<file path="src/rtl/twi_pkg.sv">
package twi_pkg;
  typedef enum logic [3:0] {
    ST_IDLE, ST_DEV, ST_DEV_ACK, ST_WADR, ST_WADR_ACK,
    ST_DATA, ST_DATA_ACK, ST_RD, ST_RD_ACK
  } twi_state_e;

  localparam logic [3:0] DEV_TYPE = 4'b1010;
endpackage

</file>
<file path="src/rtl/twi_line_sync.sv">
module twi_line_sync (
  input  logic clk,
  input  logic rst_n,
  input  logic scl_i,
  input  logic sda_i,
  output logic scl_s,
  output logic sda_s,
  output logic scl_rise,
  output logic scl_fall,
  output logic start_det,
  output logic stop_det
);
  logic [1:0] scl_ff, sda_ff;
  logic       scl_p, sda_p;

  always_ff @(posedge clk or negedge rst_n) begin
    if (!rst_n) begin
      scl_ff <= 2'b11;
      sda_ff <= 2'b11;
      scl_p  <= 1'b1;
      sda_p  <= 1'b1;
    end else begin
      scl_ff <= {scl_ff[0], scl_i};
      sda_ff <= {sda_ff[0], sda_i};
      scl_p  <= scl_ff[1];
      sda_p  <= sda_ff[1];
    end
  end

  assign scl_s     = scl_ff[1];
  assign sda_s     = sda_ff[1];
  assign scl_rise  = scl_s & ~scl_p;
  assign scl_fall  = ~scl_s & scl_p;
  // data edges only count as bus events while the clock stays high
  assign start_det = scl_s & scl_p & sda_p & ~sda_s;
  assign stop_det  = scl_s & scl_p & ~sda_p & sda_s;
endmodule

</file>
<file path="src/rtl/twi_page_buf.sv">
module twi_page_buf #(
  parameter int unsigned PAGE = 8,
  localparam int unsigned OW = $clog2(PAGE)
) (
  input  logic                  clk,
  input  logic                  rst_n,
  input  logic                  clear,
  input  logic                  wr_en,
  input  logic [OW-1:0]         wr_off,
  input  logic [7:0]            wr_data,
  output logic [PAGE-1:0][7:0]  buf_data,
  output logic [PAGE-1:0]       buf_vld,
  output logic                  any_vld
);
  for (genvar i = 0; i < PAGE; i++) begin : g_lane
    logic [7:0] lane_d;
    logic       lane_v;
    always_ff @(posedge clk or negedge rst_n) begin
      if (!rst_n) begin
        lane_d <= '0;
        lane_v <= 1'b0;
      end else if (clear) begin
        lane_v <= 1'b0;
      end else if (wr_en && wr_off == OW'(i)) begin
        lane_d <= wr_data;
        lane_v <= 1'b1;
      end
    end
    assign buf_data[i] = lane_d;
    assign buf_vld[i]  = lane_v;
  end

  assign any_vld = |buf_vld;
endmodule

</file>
<file path="src/rtl/twi_wr_timer.sv">
module twi_wr_timer #(
  parameter int unsigned WR_CYCLES = 200,
  localparam int unsigned CW = $clog2(WR_CYCLES + 1)
) (
  input  logic clk,
  input  logic rst_n,
  input  logic launch,
  output logic busy,
  output logic commit
);
  logic [CW-1:0] cnt;

  always_ff @(posedge clk or negedge rst_n) begin
    if (!rst_n)          cnt <= '0;
    else if (launch)     cnt <= CW'(WR_CYCLES);
    else if (cnt != '0)  cnt <= cnt - 1'b1;
  end

  assign busy   = (cnt != '0);
  assign commit = (cnt == CW'(1));
endmodule

</file>
<file path="src/rtl/twi_mem_array.sv">
module twi_mem_array #(
  parameter int unsigned DEPTH = 128,
  parameter int unsigned PAGE  = 8,
  localparam int unsigned AW = $clog2(DEPTH),
  localparam int unsigned OW = $clog2(PAGE),
  localparam int unsigned PW = AW - OW
) (
  input  logic                  clk,
  input  logic                  rst_n,
  input  logic                  commit,
  input  logic [PW-1:0]         page,
  input  logic [PAGE-1:0][7:0]  buf_data,
  input  logic [PAGE-1:0]       buf_vld,
  input  logic [AW-1:0]         rd_addr,
  output logic [7:0]            rd_data
);
  logic [7:0] mem [DEPTH];

  always_ff @(posedge clk or negedge rst_n) begin
    if (!rst_n) begin
      for (int a = 0; a < DEPTH; a++) mem[a] <= '0;
    end else if (commit) begin
      for (int i = 0; i < PAGE; i++)
        if (buf_vld[i]) mem[{page, OW'(i)}] <= buf_data[i];
    end
  end

  assign rd_data = mem[rd_addr];
endmodule

</file>
<file path="src/rtl/twi_eeprom_slave.sv">
module twi_eeprom_slave
  import twi_pkg::*;
#(
  parameter int unsigned WR_CYCLES = 200,
  parameter int unsigned DEPTH     = 128,
  parameter int unsigned PAGE      = 8,
  localparam int unsigned AW = $clog2(DEPTH),
  localparam int unsigned OW = $clog2(PAGE)
) (
  input  logic       clk,
  input  logic       rst_n,
  input  logic       scl_i,
  input  logic       sda_i,
  input  logic [2:0] strap_i,
  output logic       sda_oe,
  output logic       busy
);
  logic scl_s, sda_s, scl_rise, scl_fall, start_det, stop_det;
  logic launch, commit;

  twi_state_e     state;
  logic [3:0]     bit_cnt;
  logic [7:0]     shreg;
  logic [AW-1:0]  ptr;
  logic           oe_q, rw_q, mack_q;

  logic [PAGE-1:0][7:0] buf_data;
  logic [PAGE-1:0]      buf_vld;
  logic                 any_vld;
  logic [7:0]           rd_data;

  logic byte_in, byte_done, addr_hit, buf_wr, buf_clr;

  twi_line_sync u_sync (
    .clk(clk), .rst_n(rst_n), .scl_i(scl_i), .sda_i(sda_i),
    .scl_s(scl_s), .sda_s(sda_s), .scl_rise(scl_rise), .scl_fall(scl_fall),
    .start_det(start_det), .stop_det(stop_det)
  );

  // a byte has been fully shifted in and the clock has just dropped
  assign byte_in   = (state == ST_DEV) || (state == ST_WADR) || (state == ST_DATA);
  assign byte_done = byte_in && scl_fall && (bit_cnt == 4'd8) && !start_det && !stop_det;
  assign addr_hit  = (shreg[7:1] == {DEV_TYPE, strap_i});
  assign buf_wr    = byte_done && (state == ST_DATA);
  // a Start during a write cycle must not wipe the bytes awaiting commit
  assign buf_clr   = commit || (start_det && !busy);
  assign launch    = stop_det && any_vld && !busy;

  twi_page_buf #(.PAGE(PAGE)) u_buf (
    .clk(clk), .rst_n(rst_n), .clear(buf_clr), .wr_en(buf_wr),
    .wr_off(ptr[OW-1:0]), .wr_data(shreg),
    .buf_data(buf_data), .buf_vld(buf_vld), .any_vld(any_vld)
  );

  twi_wr_timer #(.WR_CYCLES(WR_CYCLES)) u_tmr (
    .clk(clk), .rst_n(rst_n), .launch(launch), .busy(busy), .commit(commit)
  );

  twi_mem_array #(.DEPTH(DEPTH), .PAGE(PAGE)) u_mem (
    .clk(clk), .rst_n(rst_n), .commit(commit), .page(ptr[AW-1:OW]),
    .buf_data(buf_data), .buf_vld(buf_vld), .rd_addr(ptr), .rd_data(rd_data)
  );

  always_ff @(posedge clk or negedge rst_n) begin
    if (!rst_n) begin
      state   <= ST_IDLE;
      bit_cnt <= '0;
      shreg   <= '0;
      ptr     <= '0;
      oe_q    <= 1'b0;
      rw_q    <= 1'b0;
      mack_q  <= 1'b0;
    end else if (start_det) begin
      state   <= ST_DEV;
      bit_cnt <= '0;
      oe_q    <= 1'b0;
    end else if (stop_det) begin
      state   <= ST_IDLE;
      oe_q    <= 1'b0;
    end else begin
      unique case (state)
        ST_IDLE: ;
        ST_DEV, ST_WADR, ST_DATA: begin
          if (scl_rise && bit_cnt != 4'd8) begin
            shreg   <= {shreg[6:0], sda_s};
            bit_cnt <= bit_cnt + 1'b1;
          end else if (byte_done) begin
            if (state == ST_DEV) begin
              if (addr_hit && !busy) begin
                oe_q  <= 1'b1;
                rw_q  <= shreg[0];
                state <= ST_DEV_ACK;
              end else begin
                state <= ST_IDLE;
              end
            end else if (state == ST_WADR) begin
              oe_q  <= 1'b1;
              ptr   <= shreg[AW-1:0];
              state <= ST_WADR_ACK;
            end else begin
              oe_q  <= 1'b1;
              ptr   <= {ptr[AW-1:OW], ptr[OW-1:0] + 1'b1};
              state <= ST_DATA_ACK;
            end
          end
        end
        ST_DEV_ACK: begin
          if (scl_fall) begin
            bit_cnt <= '0;
            if (rw_q) begin
              shreg <= rd_data;
              oe_q  <= ~rd_data[7];
              state <= ST_RD;
            end else begin
              oe_q  <= 1'b0;
              state <= ST_WADR;
            end
          end
        end
        ST_WADR_ACK, ST_DATA_ACK: begin
          if (scl_fall) begin
            oe_q    <= 1'b0;
            bit_cnt <= '0;
            state   <= ST_DATA;
          end
        end
        ST_RD: begin
          if (scl_rise) begin
            bit_cnt <= bit_cnt + 1'b1;
          end else if (scl_fall) begin
            if (bit_cnt == 4'd8) begin
              oe_q   <= 1'b0;
              ptr    <= ptr + 1'b1;
              mack_q <= 1'b0;
              state  <= ST_RD_ACK;
            end else begin
              shreg <= {shreg[6:0], 1'b0};
              oe_q  <= ~shreg[6];
            end
          end
        end
        ST_RD_ACK: begin
          if (scl_rise) begin
            if (sda_s) state <= ST_IDLE;
            else       mack_q <= 1'b1;
          end else if (scl_fall && mack_q) begin
            shreg   <= rd_data;
            oe_q    <= ~rd_data[7];
            bit_cnt <= '0;
            mack_q  <= 1'b0;
            state   <= ST_RD;
          end
        end
        default: state <= ST_IDLE;
      endcase
    end
  end

  assign sda_oe = oe_q;
endmodule

</file>
<file path="config.mk">
export PLATFORM = sky130hd
export DESIGN_NAME = twi_eeprom_slave
export DESIGN_NICKNAME = d
export VERILOG_FILES = /design/src/rtl/twi_pkg.sv /design/src/rtl/twi_line_sync.sv /design/src/rtl/twi_page_buf.sv /design/src/rtl/twi_wr_timer.sv /design/src/rtl/twi_mem_array.sv /design/src/rtl/twi_eeprom_slave.sv
export SDC_FILE = /design/constraint.sdc
export NUM_CORES = 2
export LEC_CHECK = 0
export BUFFER_PORTS_ARGS = -buffer_cell sky130_fd_sc_hd__buf_2
export CAP_MARGIN = 0
export CORE_MARGIN = 2
export CORE_UTILIZATION = 30
export DETAILED_ROUTE_END_ITERATION = 10
export PLACE_DENSITY_LB_ADDON = 0.12
export SLEW_MARGIN = 20
export SYNTH_ARGS = -nofsm -noshare
export SYNTH_HDL_FRONTEND = slang
export SYNTH_HIERARCHICAL = 1
export SYNTH_SLANG_ARGS = --single-unit
</file>
<file path="constraint.sdc">
create_clock -name clk -period 5.4 [get_ports clk]
set_clock_uncertainty 0.2 [all_clocks]
set_input_delay 0.54 -clock clk [delete_from_list [all_inputs] [get_ports clk]]
set_output_delay 0.54 -clock clk [all_outputs]
set_load 0.005 [all_outputs]
</file>
=== Yosys cells after proc, flatten, opt, wreduce, memory -nomap -nowiden ===
Cells that the tools add are included.

* Bits in writable memories: 0
* Latch bits: 0
* Output and inout port bits: 2
* Word-level logic and storage cells: 451
* Flip-flop bits (word level): 1,136
* ROM bits: 0
* Memories: 0

* $add $sub $neg: 4
* Div/mod/pow operators: 0
* Magnitude comparators: 17
* Bitwise logic cells: 26
* Equal/unequal tests: 53
* Reductions and logical operators: 70
* Shifts and indexed selects: 0
* Multiply operators: 0
* Multiplexer cells: 124

{| class="wikitable"
|+ Operators with widths
! kind !! count
|-
| 1024-bit 2-to-1 mux || 15
|-
| 1024-bit bitwise mux || 8
|-
| 8-bit demux with 7-bit select || 8
|-
| 8-bit 2-to-1 mux || 20
|-
| 4-bit 2-to-1 mux || 20
|-
| 8-bit >= comparator (second input constant) || 9
|-
| 7-bit NOT with 8-bit output || 9
|-
| 8-bit by 1-bit < comparator with 1-bit output (second input constant) || 8
|-
| 8-bit binary-select mux with 7-bit select || 1
|-
| 7-bit 2-to-1 mux || 7
|-
| 4-bit != test (second input constant) || 10
|-
| 1-bit 2-to-1 mux || 36
|-
| 8-bit one-hot mux with 4 select lines || 1
|-
| 10-bit AND reduction || 3
|-
| 2-bit != test (second input constant) || 14
|-
| 1-bit logical AND || 27
|-
| 4-bit one-hot mux with 6 select lines || 1
|-
| 2-bit nonzero test || 11
|-
| 3-bit != test (second input constant) || 7
|-
| 4-bit by 3-bit equality test with 1-bit output (second input constant) || 4
|-
| 4-bit one-hot mux with 4 select lines || 1
|-
| 2-bit AND reduction || 8
|-
| 7-bit one-hot mux with 2 select lines || 1
|-
| 7-bit AND reduction || 2
|-
| other kinds (35) || 63
|}

=== Depth between registers and ports, before layout ===
* Word-level depth: 28
* Gate-level depth with buffers: 12

=== Modules after synthesis ===
Netlist, hierarchy kept.

{| class="wikitable"
|+ Modules (own cells, without submodules)
! module !! times used !! cells each !! area an instance (um^2)
|-
| twi_mem_array || 1 || 2,710 || 46,133.0
|-
| twi_page_buf || 1 || 174 || 2,859.0
|-
| twi_eeprom_slave || 1 || 216 || 1,981.9
|-
| twi_wr_timer || 1 || 51 || 483.0
|-
| twi_line_sync || 1 || 10 || 190.2
|}

=== Worst setup path after synthesis ===
Ideal clock, no wire load.

* Path kind: reg-to-reg
* Start: reg ptr[0]
* End: reg shreg[7]
* Library setup time: 0.125 ns
* Stages on the path, launching flop included: 9
* Path slack: 1.611 ns
* Data arrival time: 3.464 ns
* Cells stage by stage: dfrtp_1 clkbuf_1 buf_1 mux4_2 mux4_2 mux4_2 mux2_2 mux2_2 mux2_4

* Longest elaborated chain between the ends: 7
* Elaborated cells between the ends (all ways): 9
* Classes of those cells: mux: 8; bitwise: 1

{| class="wikitable"
|+ RTL lines
! element !! RTL line !! RTL
|-
| start: declaration || twi_eeprom_slave.sv:24 || <nowiki>logic [AW-1:0] ptr;</nowiki>
|-
| start signal: assignment || twi_eeprom_slave.sv:98 || <nowiki>ptr <= shreg[AW-1:0];</nowiki>
|-
| start signal: assignment || twi_eeprom_slave.sv:102 || <nowiki>ptr <= {ptr[AW-1:OW], ptr[OW-1:0] + 1'b1};</nowiki>
|-
| start signal: assignment || twi_eeprom_slave.sv:133 || <nowiki>ptr <= ptr + 1'b1;</nowiki>
|-
| 7-bit NOT with 8-bit output (implied by the code) (*) || twi_mem_array.sv:28 || <nowiki>assign rd_data = mem[rd_addr];</nowiki>
|-
| 8-bit binary-select mux with 7-bit select (*) || twi_mem_array.sv:28 ||
|-
| 8-bit 2-to-1 mux (implied by the code) (*) (2 in series) || twi_mem_array.sv:28 ||
|-
| named net rd_data[7] || twi_eeprom_slave.sv:30 || <nowiki>logic [7:0] rd_data;</nowiki>
|-
| 8-bit 2-to-1 mux (on tied branches) || twi_eeprom_slave.sv:146, twi_eeprom_slave.sv:110 ||
|-
| 8-bit 2-to-1 mux (on tied branches) || twi_eeprom_slave.sv:143, twi_eeprom_slave.sv:108 ||
|-
| 8-bit one-hot mux with 4 select lines (*) || twi_eeprom_slave.sv:81 || <nowiki>unique case (state)</nowiki>
|-
| end signal: assignment || twi_eeprom_slave.sv:85 || <nowiki>shreg <= {shreg[6:0], sda_s};</nowiki>
|-
| end signal: assignment || twi_eeprom_slave.sv:137 || <nowiki>shreg <= {shreg[6:0], 1'b0};</nowiki>
|-
| end signal: assignment || twi_eeprom_slave.sv:147 || <nowiki>shreg <= rd_data;</nowiki>
|-
| end: declaration || twi_eeprom_slave.sv:23 || <nowiki>logic [7:0] shreg;</nowiki>
|}

The timed path passes the listed nets; every way through them passes the cells marked *. The select of a mux whose other input is x is not followed.
A chain may end at the register's enable or synchronous reset.

=== Worst setup path in the final report ===
* Start: reg u_tmr.cnt[2]
* End: reg u_mem/mem[848] (netlist bit)

* Longest elaborated chain between the ends: 1

{| class="wikitable"
|+ RTL lines
! element !! RTL line !! RTL
|-
| start: declaration || twi_wr_timer.sv:11 || <nowiki>logic [CW-1:0] cnt;</nowiki>
|-
| start signal: assignment || twi_wr_timer.sv:15 || <nowiki>else if (launch) cnt <= CW'(WR_CYCLES);</nowiki>
|-
| start signal: assignment || twi_wr_timer.sv:16 || <nowiki>else if (cnt != '0) cnt <= cnt - 1'b1;</nowiki>
|-
| 8-bit by 1-bit equality test with 1-bit output || twi_wr_timer.sv:20 || <nowiki>assign commit = (cnt == CW'(1));</nowiki>
|-
| named net commit || twi_eeprom_slave.sv:19 || <nowiki>logic launch, commit;</nowiki>
|-
| end signal: indexed assignment || twi_mem_array.sv:24 || <nowiki>if (buf_vld[i]) mem[{page, OW'(i)}] <= buf_data[i];</nowiki>
|-
| end: declaration || twi_mem_array.sv:17 || <nowiki>logic [7:0] mem [DEPTH];</nowiki>
|}

The timed path passes the listed nets, and every way through them passes these cells.

==> run metrics <==
post_cts resized=0; sw power=4.44 mW; antenna violations before repair=38; Tcrit/Tclk final=0.780; Slew @ Worst Pin=1290 ps; DR vias=31031; Top-Level Pins=9; # DRC=0; width of the die=419 µm; syn_nets=3174; final number of max-transition violations=0; Seq pwr share=0.471; Post-synth top cells=dfrtp_1, mux2_2, mux4_2, nor2_1, clkbuf_1; later-pin clock latency in the skew report=770 ps; Async SR Flop Fraction=1.00; power per cell area=310 nW/µm²; Post-synth EDFFs=0; internal power=14.2 mW; post-synth top area share=0.548; vias per cell=5.40; WP data arrival=4650 ps; PortBufs=8; Post-Syn Instances=3161; htree depth=4; Routed Antenna Nets=0; f_max=237 MHz; area grow syn2layout=15.9%; share of cells above drive strength 1=0.557; top_reg_cell synth=dfrtp_1; CP Launch Type=flop; Max-slew headroom=0.140; status=finished, final reports clean; Comb pwr share=0.046; Max Fanout on Critical Path=18; post-cts hold buffer count=3; grt ovf=0; CTS root buf=clkbuf_16; Final Critical Period=4210 ps; Fin Hold WS=155 ps; Worst-path clk slew=60 ps; Leak=27.4 nW; Total GRT Usage=0.225; critical path type=flop to flop; crit end category=flop; CTS tree=built; max cap viols=0; top-count cell post-synth=dfrtp_1; vias in the first global route=33439; RSZ-0062 raised after global routing=no; gpl congestion=0.851; syn avg cell area=16.3 µm²; core area=171000 µm²; TritonRoute pass-1 iters=8; nets=3334; DR iter-0 viols=2150; yosys warns=6; Final WS setup=1190 ps; setup tns final=0 ps; Initial Util=0.301; Seq/Total Area, Yosys=0.551; Post-Syn Area=51600 µm²; die height=419 µm; Worst Path Required=5840 ps; Synth cell types=77; dominant cells by area after synthesis=dfrtp_1, mux2_2, mux4_2, nor2_1, clkbuf_1; first-pass GRT wire length=273000 µm; Synth area leader=dfrtp_1; Yosys reg bits=1136; pin count of the biggest net entering global routing=141; post-CTS setup buffer count=0; cts bufs inserted=134; Worst Hold Class=flop to flop; Net Sw Frac=0.239; maximum vdd drop=0.328 mV; Wirelength per Cell=34.1 µm; Fin. Hold Viols=0; Clock power frac=0.484; Clock Tree Buf Depth=3; Total Die Area=175000 µm²; HPWL reported at the end of detailed placement=128000 µm; Total Wirelength=196000 µm; Setup Viol. Count Final=0; Cell Rows=152; CTS sink count=1136; Place WS=1170 ps
==> worst paths after layout <==
kind	slack (ps)	cells past startpoint	endpoint	from
setup / recovery	1190	7	u_mem/mem[848]$_DFFE_PN0P_	u_tmr/cnt[2]$_DFFE_PN0P_
hold / removal	150	0	u_sync/sda_ff[1]$_DFF_PN1_	u_sync/sda_ff[0]$_DFF_PN1_
setup reg to reg	1190	7	u_mem/mem[848]$_DFFE_PN0P_	u_tmr/cnt[2]$_DFFE_PN0P_
hold reg to reg	150	0	u_sync/sda_ff[1]$_DFF_PN1_	u_sync/sda_ff[0]$_DFF_PN1_
max in group asynchronous	3390	3	u_mem/mem[251]$_DFFE_PN0P_	rst_n
min in group asynchronous	250	2	u_mem/mem[952]$_DFFE_PN0P_	rst_n
==> state kept, by name, indices dropped and copies added (netlist names) <==
name,cells
u_mem/mem,1024
u_buf/g_lane.lane_d,64
shreg,8
u_buf/g_lane.lane_v,8
u_tmr/cnt,8
ptr,7
bit_cnt,4
state,4
u_sync/scl_ff,2
u_sync/sda_ff,2
mack_q,1
rw_q,1
sda_oe,1
u_sync/scl_p,1
u_sync/sda_p,1
==> logic make-up after synthesis <==
logic type	Yosys count	share of synthesized area
buffers and inverters	204	0.0176
multiplexers	1452	0.391
AND/OR/NAND/NOR	273	0.0273
adder cells (fa/ha/maj)	7	0.00165
XOR/XNOR	4	0.000678
flip-flops	1136	0.551
AO/OA/AOI/OAI	85	0.0113
==> cell type report <==
cell class / count / area (µm²)
Inverter: 20 / 75.1
Clock buffer: 201 / 3960
Timing Repair Buffer: 208 / 1780
Multi-Input combinational cell: 1821 / 22300
Tap cell: 2310 / 2890
Sequential cell: 1136 / 28500
Antenna cell: 12 / 30.0
Clock inverter: 36 / 350
Fill cell: 16200 / 111000
==> stage by stage <==
| stage | instance area, µm² | cells | total power, mW | util |
|---|---|---|---|---|
| floorplan | 51600 | 3161 | 9.26 | - |
| global placement | 55500 | 5492 | 9.73 | 0.324 |
| detailed placement | 55500 | 5492 | 9.75 | 0.324 |
| CTS | 59800 | 5732 | 18.8 | 0.349 |
| global route | 59800 | 5732 | 19.3 | 0.349 |
| finish | 59900 | 5744 | 18.6 | 0.349 |
==> placed cells by master (no fill, tap or decap), types with 5 or more instances in the layout <==
cell / instances
inv_1: 20
o21ai_0: 29
buf_2: 7
nor3_1: 14
clkbuf_1: 39
diode_2: 12
and3_1: 6
dfrtp_2: 16
mux2_2: 1098
dfstp_2: 6
nor3b_1: 6
buf_4: 179
nand4_1: 11
buf_12: 18
clkinv_2: 20
nand2_1: 31
clkbuf_16: 141
ha_1: 6
nor4_1: 6
nor2b_1: 9
a21oi_1: 17
nor2_1: 134
a21o_1: 5
nand3_1: 16
dfrtp_1: 1110
clkbuf_8: 21
mux4_2: 336
mux2_4: 16
==> metal layers <==
metal	GRT usage	vias up	part of all wire
met1	0.287	17399	0.41
li1	-	12313	-
met2	0.381	991	0.50
met3	0.0367	322	0.051
met4	0.0872	6	0.042
met5	0	-	0.00018
==> critical path: stages (launching register included) <==
cell,delay [ps]
dfrtp_1,450
or4_1,680
nor4b_2,270
buf_4,340
nand2_1,520
buf_4,410
nor2_1,780
mux2_2,420
==> power groups by stage <==
stage	logic, mW	clock network (mW)	registers (mW)
2_1_floorplan	0.401	0	8.85
6_report	0.848	8.99	8.75
4_1_cts	0.860	9.22	8.74
3_3_place_gp	0.838	0	8.89
3_5_place_dp	0.855	0	8.89
5_1_grt	0.930	9.59	8.75
No activity file was read; power rests on OpenSTA's default activity.
